<file path="config.mk">
export PLATFORM = sky130hd
export DESIGN_NAME = wk_seq
export DESIGN_NICKNAME = d
export VERILOG_FILES = /design/src/rtl/wk_pkg.sv /design/src/rtl/wk_wake_ctrl.sv /design/src/rtl/wk_warmup.sv /design/src/rtl/wk_clk_switch.sv /design/src/rtl/wk_seq.sv
export SDC_FILE = /design/constraint.sdc
export NUM_CORES = 1
export LEC_CHECK = 0
export BUFFER_PORTS_ARGS = -buffer_cell sky130_fd_sc_hd__buf_2
export CAP_MARGIN = 20
export CORE_MARGIN = 4
export CORE_UTILIZATION = 50
export CTS_BUF_LIST = sky130_fd_sc_hd__clkbuf_8
export DETAILED_ROUTE_END_ITERATION = 8
export HOLD_SLACK_MARGIN = 0.05
export PLACE_DENSITY_LB_ADDON = 0.08
export SYNTH_ARGS = -nofsm -noshare
export SYNTH_HDL_FRONTEND = slang
export SYNTH_SLANG_ARGS = --single-unit
</file>
<file path="constraint.sdc">
create_clock -name clk -period 2.4 [get_ports clk]
set_input_delay 0.24 -clock clk [delete_from_list [all_inputs] [get_ports clk]]
set_output_delay 0.24 -clock clk [all_outputs]
set_load 0.005 [all_outputs]
</file>
<file path="src/rtl/wk_pkg.sv">
package wk_pkg;

  typedef enum logic [1:0] {
    SRC_HF   = 2'b00,
    SRC_RING = 2'b01,
    SRC_LF   = 2'b10,
    SRC_RSV  = 2'b11
  } src_e;

  typedef enum logic [1:0] {
    WS_RUN,
    WS_STOP,
    WS_WAKE
  } wk_state_e;

  typedef enum logic [1:0] {
    SW_RING,
    SW_GAP,
    SW_HF,
    SW_LF
  } sw_state_e;

  localparam int SEL_W = 3;
  localparam logic [SEL_W-1:0] SEL_NONE = 3'b000;
  localparam logic [SEL_W-1:0] SEL_RING = 3'b001;
  localparam logic [SEL_W-1:0] SEL_HF   = 3'b010;
  localparam logic [SEL_W-1:0] SEL_LF   = 3'b100;

  localparam logic [1:0] ACT_RING   = 2'd0;
  localparam logic [1:0] ACT_HF     = 2'd1;
  localparam logic [1:0] ACT_LF     = 2'd2;
  localparam logic [1:0] ACT_SWITCH = 2'd3;

endpackage

</file>
<file path="src/rtl/wk_wake_ctrl.sv">
module wk_wake_ctrl
  import wk_pkg::*;
#(
  parameter int WAKE_CYC = 4
) (
  input  logic clk,
  input  logic rst,
  input  logic stop_req,
  input  logic rst_wake,
  input  logic int_wake,
  output logic core_run_o,
  output logic full_rst_o,
  output logic resume_o,
  output logic running_o,
  output logic wake_done_o
);

  localparam int CW = (WAKE_CYC > 1) ? $clog2(WAKE_CYC) : 1;
  localparam logic [CW-1:0] LAST = CW'(WAKE_CYC - 1);

  wk_state_e     state;
  logic [CW-1:0] dly;
  logic          kind_rst;

  assign running_o   = (state == WS_RUN);
  assign wake_done_o = (state == WS_WAKE) && (dly == LAST);

  always_ff @(posedge clk) begin
    if (rst) begin
      state      <= WS_RUN;
      dly        <= '0;
      kind_rst   <= 1'b0;
      core_run_o <= 1'b1;
      full_rst_o <= 1'b0;
      resume_o   <= 1'b0;
    end else begin
      full_rst_o <= 1'b0;
      resume_o   <= 1'b0;
      case (state)
        WS_RUN: begin
          if (stop_req) begin
            state      <= WS_STOP;
            core_run_o <= 1'b0;
          end
        end
        WS_STOP: begin
          if (rst_wake || int_wake) begin
            state    <= WS_WAKE;
            dly      <= '0;
            kind_rst <= rst_wake;
          end
        end
        WS_WAKE: begin
          if (dly == LAST) begin
            state      <= WS_RUN;
            core_run_o <= 1'b1;
            full_rst_o <= kind_rst;
            resume_o   <= !kind_rst;
          end else begin
            dly <= dly + 1'b1;
          end
        end
        default: state <= WS_RUN;
      endcase
    end
  end

  a_r5_single_outcome: assert property (@(posedge clk) disable iff (rst)
    !(full_rst_o && resume_o));

  a_r3_pulse_on_release: assert property (@(posedge clk) disable iff (rst)
    (full_rst_o || resume_o) |-> (core_run_o && !$past(core_run_o)));

  a_r6_stop_holds: assert property (@(posedge clk) disable iff (rst)
    (state == WS_STOP && !rst_wake && !int_wake) |=> (state == WS_STOP));

  a_r2_held_when_stopped: assert property (@(posedge clk) disable iff (rst)
    (state == WS_STOP) |-> !core_run_o);

endmodule

</file>
<file path="src/rtl/wk_warmup.sv">
module wk_warmup #(
  parameter int WARM_CNT = 65536
) (
  input  logic clk,
  input  logic rst,
  input  logic en,
  input  logic tick,
  output logic done_o
);

  localparam int WW = $clog2(WARM_CNT + 1);
  localparam logic [WW-1:0] LAST = WW'(WARM_CNT - 1);

  logic [WW-1:0] cnt;
  logic          fin;

  assign done_o = en && !fin && tick && (cnt == LAST);

  always_ff @(posedge clk) begin
    if (rst || !en) begin
      cnt <= '0;
      fin <= 1'b0;
    end else if (!fin && tick) begin
      if (cnt == LAST) fin <= 1'b1;
      cnt <= cnt + 1'b1;
    end
  end

  a_r8_done_once: assert property (@(posedge clk) disable iff (rst)
    (done_o && en) |=> !done_o);

endmodule

</file>
<file path="src/rtl/wk_clk_switch.sv">
module wk_clk_switch
  import wk_pkg::*;
#(
  parameter int SYNC_EDGES = 2
) (
  input  logic             clk,
  input  logic             rst,
  input  logic             force_ring,
  input  logic             go_lf,
  input  logic             go_hf,
  input  logic             hf_tick,
  output logic [SEL_W-1:0] sel_o,
  output logic [1:0]       act_o
);

  localparam int GW = $clog2(SYNC_EDGES + 1);
  localparam logic [GW-1:0] GLAST = GW'(SYNC_EDGES - 1);

  sw_state_e     st;
  logic [GW-1:0] gcnt;

  always_ff @(posedge clk) begin
    if (rst) begin
      st    <= SW_RING;
      sel_o <= SEL_RING;
      act_o <= ACT_RING;
      gcnt  <= '0;
    end else if (go_lf) begin
      st    <= SW_LF;
      sel_o <= SEL_LF;
      act_o <= ACT_LF;
    end else if (force_ring) begin
      st    <= SW_RING;
      sel_o <= SEL_RING;
      act_o <= ACT_RING;
      gcnt  <= '0;
    end else begin
      case (st)
        SW_RING: begin
          if (go_hf) begin
            st    <= SW_GAP;
            sel_o <= SEL_NONE;
            act_o <= ACT_SWITCH;
            gcnt  <= '0;
          end
        end
        SW_GAP: begin
          if (hf_tick) begin
            if (gcnt == GLAST) begin
              st    <= SW_HF;
              sel_o <= SEL_HF;
              act_o <= ACT_HF;
            end else begin
              gcnt <= gcnt + 1'b1;
            end
          end
        end
        default: ;
      endcase
    end
  end

  a_r8_gap_before_hf: assert property (@(posedge clk) disable iff (rst)
    (sel_o == SEL_HF && $past(sel_o) != SEL_HF) |-> ($past(sel_o) == SEL_NONE));

  a_r11_onehot_select: assert property (@(posedge clk) disable iff (rst)
    $onehot0(sel_o));

endmodule

</file>
<file path="src/rtl/wk_seq.sv">
module wk_seq
  import wk_pkg::*;
#(
  parameter int WAKE_CYC   = 4,
  parameter int WARM_CNT   = 65536,
  parameter int SYNC_EDGES = 2
) (
  input  logic       clk,
  input  logic       rst,
  input  logic       stop_req_i,
  input  logic       wake_ext_rst_i,
  input  logic       wake_por_i,
  input  logic       wake_irq_i,
  input  logic       wake_alarm_i,
  input  logic [1:0] src_sel_i,
  input  logic       lf_ok_i,
  input  logic       hf_tick_i,
  output logic       core_run_o,
  output logic       full_rst_req_o,
  output logic       resume_o,
  output logic       hf_en_o,
  output logic [2:0] clk_sel_o,
  output logic [1:0] act_src_o
);

  logic running, wake_done, warm_done;
  logic rst_wake, int_wake, go_lf, force_ring;

  assign rst_wake   = wake_ext_rst_i || wake_por_i;
  assign int_wake   = wake_irq_i || wake_alarm_i;
  assign go_lf      = wake_done && (src_sel_i == SRC_LF) && lf_ok_i;
  assign force_ring = !running || stop_req_i;

  wk_wake_ctrl #(.WAKE_CYC(WAKE_CYC)) i_wake (
    .clk         (clk),
    .rst         (rst),
    .stop_req    (stop_req_i),
    .rst_wake    (rst_wake),
    .int_wake    (int_wake),
    .core_run_o  (core_run_o),
    .full_rst_o  (full_rst_req_o),
    .resume_o    (resume_o),
    .running_o   (running),
    .wake_done_o (wake_done)
  );

  always_ff @(posedge clk) begin
    if (rst) hf_en_o <= 1'b0;
    else     hf_en_o <= running && !stop_req_i && (src_sel_i == SRC_HF);
  end

  wk_warmup #(.WARM_CNT(WARM_CNT)) i_warm (
    .clk    (clk),
    .rst    (rst),
    .en     (hf_en_o),
    .tick   (hf_tick_i),
    .done_o (warm_done)
  );

  wk_clk_switch #(.SYNC_EDGES(SYNC_EDGES)) i_sw (
    .clk        (clk),
    .rst        (rst),
    .force_ring (force_ring),
    .go_lf      (go_lf),
    .go_hf      (warm_done),
    .hf_tick    (hf_tick_i),
    .sel_o      (clk_sel_o),
    .act_o      (act_src_o)
  );

  a_r8_hf_needs_osc: assert property (@(posedge clk) disable iff (rst)
    (clk_sel_o == SEL_HF) |-> hf_en_o);

  a_r2_ring_while_held: assert property (@(posedge clk) disable iff (rst)
    !core_run_o |-> (clk_sel_o == SEL_RING));

  a_r10_no_osc_when_held: assert property (@(posedge clk) disable iff (rst)
    !core_run_o |-> !hf_en_o);

endmodule

</file>
# [Word level (Yosys, flattened, before mapping)]
# Index checks and enable logic that the tools add are counted.
[totals] register_bits=36 in_bits=11 out_inout_bits=9 word_cells=111
[classes] n_addsub=3 eq_ne=20 n_mux=33 bitwise_logic=3 reduce_logical=37
[ops] op="2-bit 2-to-1 mux" n=19
[ops] op="17-bit by 1-bit adder with 17-bit output, second input constant" n=1
[ops] op="17-bit by 16-bit == test with 1-bit output, second input constant" n=1
[ops] op="2-bit one-hot mux with 2 select lines" n=4
[ops] op="3-bit 2-to-1 mux" n=5
[ops] op="1-bit logical AND" n=9
[ops] op="3-bit AND reduction" n=3
[ops] op="2-bit != test, second input constant" n=4
[ops] op="4-bit by 3-bit != test with 1-bit output, second input constant" n=2
[ops] op="4-bit AND reduction" n=2
[ops] op="2-bit by 1-bit == test with 1-bit output, second input constant" n=3
[ops] op="2-bit == test, second input constant" n=3
[ops] op="2-bit logical NOT" n=3
[ops] op="2-bit by 1-bit != test with 1-bit output, second input constant" n=3
[ops] op="3-bit != test, second input constant" n=2
[ops] op="2-bit one-hot mux with 3 select lines" n=1
[ops] op="3-bit one-hot mux with 2 select lines" n=1
[ops] op="2-bit nonzero test" n=3
[ops] op="3-bit OR reduction" n=2
[ops] op="1-bit logical NOT" n=5
[ops] op="1-bit logical OR" n=5
[ops] op="5-bit AND reduction" n=1
[ops] op="2-bit by 1-bit adder with 2-bit output, second input constant" n=2
[ops] op="4-bit != test, second input constant" n=1
[ops] op="7 further kinds" n=11

# [Logic depth before layout (Yosys ltp)]
[logic_depth] word_depth=8 depth_mapped=9 mapped_depth_nobuf=9

# [Hierarchy]
# Synthesis repeated with hierarchy kept, for this count alone.
[hier_totals] hier_cells=182 hier_area_um2=1679.1
[by_module_without_submodules] module="wk_warmup" instances=1 cells_each=95 area_per_inst_um2=847.1 seq_area_each_um2=360.3
[by_module_without_submodules] module="wk_clk_switch" instances=1 cells_each=42 area_per_inst_um2=386.6 seq_area_each_um2=160.2
[by_module_without_submodules] module="wk_wake_ctrl" instances=1 cells_each=39 area_per_inst_um2=375.4 seq_area_each_um2=160.2
[by_module_without_submodules] module="wk_seq" instances=1 cells_each=6 area_per_inst_um2=70.1 seq_area_each_um2=20.0

# [Worst setup path before layout]
# No wires, ideal clock.
[synth_timing] path_type="register -> register" startpoint="reg i_warm.cnt[0]" endpoint="reg i_sw.gcnt[0]" setup_ns=0.070 t_arrival_ns=1.978 setup_slack_ns=0.351 stages_incl_launch_ff=10 synth_period_minus_slack_ns=2.049 cell_sequence="dfxtp_1 -> ha_1 -> and2_1 -> nand4_1 -> nor3_1 -> ha_1 -> and2_1 -> a211oi_2 -> or4b_1 -> a21oi_1"
[synth_via] elab_chain_cells=4
[synth_lines] item="start: declaration" line_no="wk_warmup.sv:14" text="logic [WW-1:0] cnt;"
[synth_lines] item="start signal: assignment" line_no="wk_warmup.sv:25" text="cnt <= cnt + 1'b1;"
[synth_lines] item="17-bit by 16-bit == test with 1-bit output" line_no="wk_warmup.sv:17" text="assign done_o = en && !fin && tick && (cnt == LAST);"
[synth_lines] item="1-bit logical AND" line_no="wk_warmup.sv:17"
[synth_lines] item="3-bit by 2-bit != test with 1-bit output (no source line)"
[synth_lines] item="5-bit AND reduction (no source line)"
[synth_lines] item="end signal: assignment" line_no="wk_clk_switch.sv:54" text="gcnt <= gcnt + 1'b1;"
[synth_lines] item="end: declaration" line_no="wk_clk_switch.sv:20" text="logic [GW-1:0] gcnt;"
# No other way between the ends.
# A chain may end at the register's enable or synchronous reset.

# [Worst setup path after layout]
[layout_timing] startpoint="reg i_warm.cnt[1]" endpoint="reg i_sw.gcnt[0]"
# The elaborated chain is that of the path after synthesis.

==> flow_metrics.tcl <==
set metrics [dict create \
    outcome "complete, no violations" \
    drcViolationCount 0 \
    synth_area_um2 1700 \
    area_delta_synth_final_pct 13.1 \
    clockRootBuffer "clkbuf_8" \
    worstPathRequired_ns 2.62 \
    drtPass1Iterations 4 \
    io_buffers 19 \
    post-dp-hpwl_um 2540 \
    p_sw_mw 0.374 \
    fillers 294 \
    syn_nets 207 \
    seq_area_um2 702 \
    synth_cell_type_count 45 \
    p_per_area_nw_per_um2 671 \
    cts_setup_buffers 0 \
    netlist.top_cell.by_area "dfxtp_1" \
    hp-class "in -> reg" \
    worst_pin_slew_ns 0.650 \
    finalCritPeriodShare 0.924 \
    leakage_nw 0.739 \
    std_cell_rows 20 \
    rsz0062_at_grt "false" \
    ir_drop_v 0.000562 \
    critPathLaunchType "register" \
    holdPathEnd "hf_en_o$_SDFF_PP0_" \
    die_area_um2 4390 \
    wl_per_cell_um 13.4 \
    antenna_found_initial 0 \
    numCtsBuffers 5 \
    cp_max_fo 4 \
    cts_buffer_depth 2 \
    grt_pass1_wl_um 6020 \
    cts_hold_buf 0 \
    synth.area.top_cells "dfxtp_1, ha_1, a21oi_1" \
    drtIter0Drc 67 \
    comb_power_share 0.199 \
    final.setup.tns_ns 0 \
    synth_top_area_frac 0.413 \
    max_cap_violations 0 \
    synth-seq-area-share 0.413 \
    multi_input_area_um2 940 \
    finalSetupViolations 0 \
    fin_crit_ns 2.22 \
    start_util 0.538 \
    crit_type "reg -> reg" \
    die_w_um 66.2 \
    grt.total_usage 0.175 \
    drv_slew 0 \
    avgSynthCellArea_um2 9.02 \
    ant_nets 0 \
    min_from "src_sel_i[1]" \
    synth.most_common_cell "dfxtp_1" \
    r2r_cells 9 \
    async_flop_share 0 \
    dp_cells 246 \
    finalPower_mw 1.29 \
    clockPowerShare 0.307 \
    r2r_slack_ns 0.18 \
    gp_congestion 0.830 \
    ys.flop_type "dfxtp_1" \
    die_h_um 66.2 \
    p_seq_frac 0.494 \
    switching_share 0.291 \
    ctsHtreeMaxLevel 2 \
    drive_above_1_share 0.181 \
    pre_cts_slack_ns 0.113 \
    cts_tree "built" \
    io_pins 20 \
    cts.sinks 35 \
    finish.utilization 0.608 \
    synth_edf_count 0 \
    placed_area_um2 1830 \
    r2r-end "i_sw.gcnt[0]$_SDFFE_PP0P_" \
    grt_pass1_vias 1470 \
    clk_latency_ns 0.28 \
    grt-ovfl-total 0 \
    synthCells 188 \
    p_int_mw 0.913 \
    vias 1434 \
    viasPerCell 5.65 \
    skew_ns 0.00466 \
    final_area_um2 1920 \
    r2r-start "i_warm.cnt[1]$_SDFFE_PP0P_" \
    yosysWarnings 0 \
    ys_ff_latch 35 \
    hold_depth 2 \
    core-area_um2 3150 \
    maxSlewHeadroom 0.564 \
    fin_cells 254 \
    setup_ws_ns 0.183 \
    hold_violations 0 \
    timing.fmax_mhz 451 \
    hold_ws_ns 0.134 \
    worstSetupEndpointType "register" \
    grt_start_max_net_pins 21 \
    final_nets 228 \
    arrival_ns 2.43 \
    synthTopCellsByCount "dfxtp_1, nor2_1, a21oi_1" \
    drt-total-wl_um 3390 \
    path_clk_slew_ns 0.07 \
    n_antenna_cell 0 \
]
-- critical path, cell delays in order, from the launching register on --
cell and delay [ns]:
dfxtp_1 0.39, ha_2 0.23, and2_4 0.17, nand4_1 0.09
nor3_1 0.15, ha_1 0.17, and2_1 0.20, a211oi_2 0.11
or4b_1 0.49, a21oi_1 0.15
-- state kept, by name, indices dropped and copies added, names as in the netlist --
name,count
i_wake.kind_rst,1
i_warm.fin,1
i_sw.sel_o,3
i_sw.st,2
i_sw.gcnt,2
i_wake.dly,2
i_wake.full_rst_o,1
i_warm.cnt,17
i_wake.resume_o,1
hf_en_o,1
i_wake.core_run_o,1
i_wake.state,2
i_sw.act_o,1
-- power groups by stage --
| stage | registers [mW] | logic [mW] | clock network (mW) |
|---|---|---|---|
| CTS | 0.637 | 0.257 | 0.408 |
| global placement | 0.647 | 0.246 | 0 |
| global route | 0.641 | 0.287 | 0.437 |
| detailed placement | 0.649 | 0.255 | 0 |
| floorplan | 0.644 | 0.198 | 0 |
| finish | 0.636 | 0.256 | 0.395 |
-- placed cells by master (no fill, tap or decap), types with 6 or more instances in the layout --
master and n:
dfxtp_1 34, buf_2 19, nor2_1 17, a21oi_1 16
nand2_1 13, inv_1 10, nor3_1 7, nand3_1 7
ha_1 7, o21ai_0 6, xor2_1 6
-- cell families (layout without fill, tap and decap cells) --
family	Yosys count	after routing	synth area share
and+or+nand+nor	78	78	0.274
AOI/OAI and AO/OA	38	38	0.143
DFF	35	35	0.413
buffers and inverters	15	37	0.0354
xor gates and xnor gates	11	11	0.0568
adders and majority gates	8	8	0.0590
muxes	3	3	0.0185
-- what timing repair did --
item,CTS,global route
setup endpoints to repair,0,2
gates resized for setup,0,3
endpoints found under the hold margin,0,0
-- metal layers --
| layer | vias to the layer above | global-route usage | wire (µm) |
|---|---|---|---|
| met5 | - | 0 | 0 |
| met3 | 8 | 0.0561 | 159 |
| met4 | 0 | 0.0660 | 38 |
| met2 | 39 | 0.325 | 1740 |
| met1 | 676 | 0.179 | 1450 |
| li1 | 711 | - | - |
-- worst max path at each step --
stage	start	to	slack, ns	cells past startpoint
floorplan	i_warm.cnt[0]$_SDFFE_PP0P_	i_sw.gcnt[0]$_SDFFE_PP0P_	0.35	9
global placement	i_warm.cnt[0]$_SDFFE_PP0P_	i_sw.gcnt[0]$_SDFFE_PP0P_	0.21	9
detailed placement	i_warm.cnt[0]$_SDFFE_PP0P_	i_sw.gcnt[0]$_SDFFE_PP0P_	0.11	9
CTS	i_warm.cnt[0]$_SDFFE_PP0P_	i_sw.gcnt[0]$_SDFFE_PP0P_	0.09	9
global route	i_warm.cnt[1]$_SDFFE_PP0P_	i_sw.gcnt[0]$_SDFFE_PP0P_	0.04	9
finish	i_warm.cnt[1]$_SDFFE_PP0P_	i_sw.gcnt[0]$_SDFFE_PP0P_	0.18	9
-- cell type report --
| type | count | share of cell area |
|---|---|---|
| flip-flops and latches | 35 | 0.366 |
| multi-input cells | 138 | 0.490 |
| clock buffers | 5 | 0.0359 |
| repair buffers | 21 | 0.0574 |
| inverters | 8 | 0.0157 |
| well taps | 44 | 0.0287 |
| clock inverters | 3 | 0.00652 |
Power figures use the tool's default switching activity.
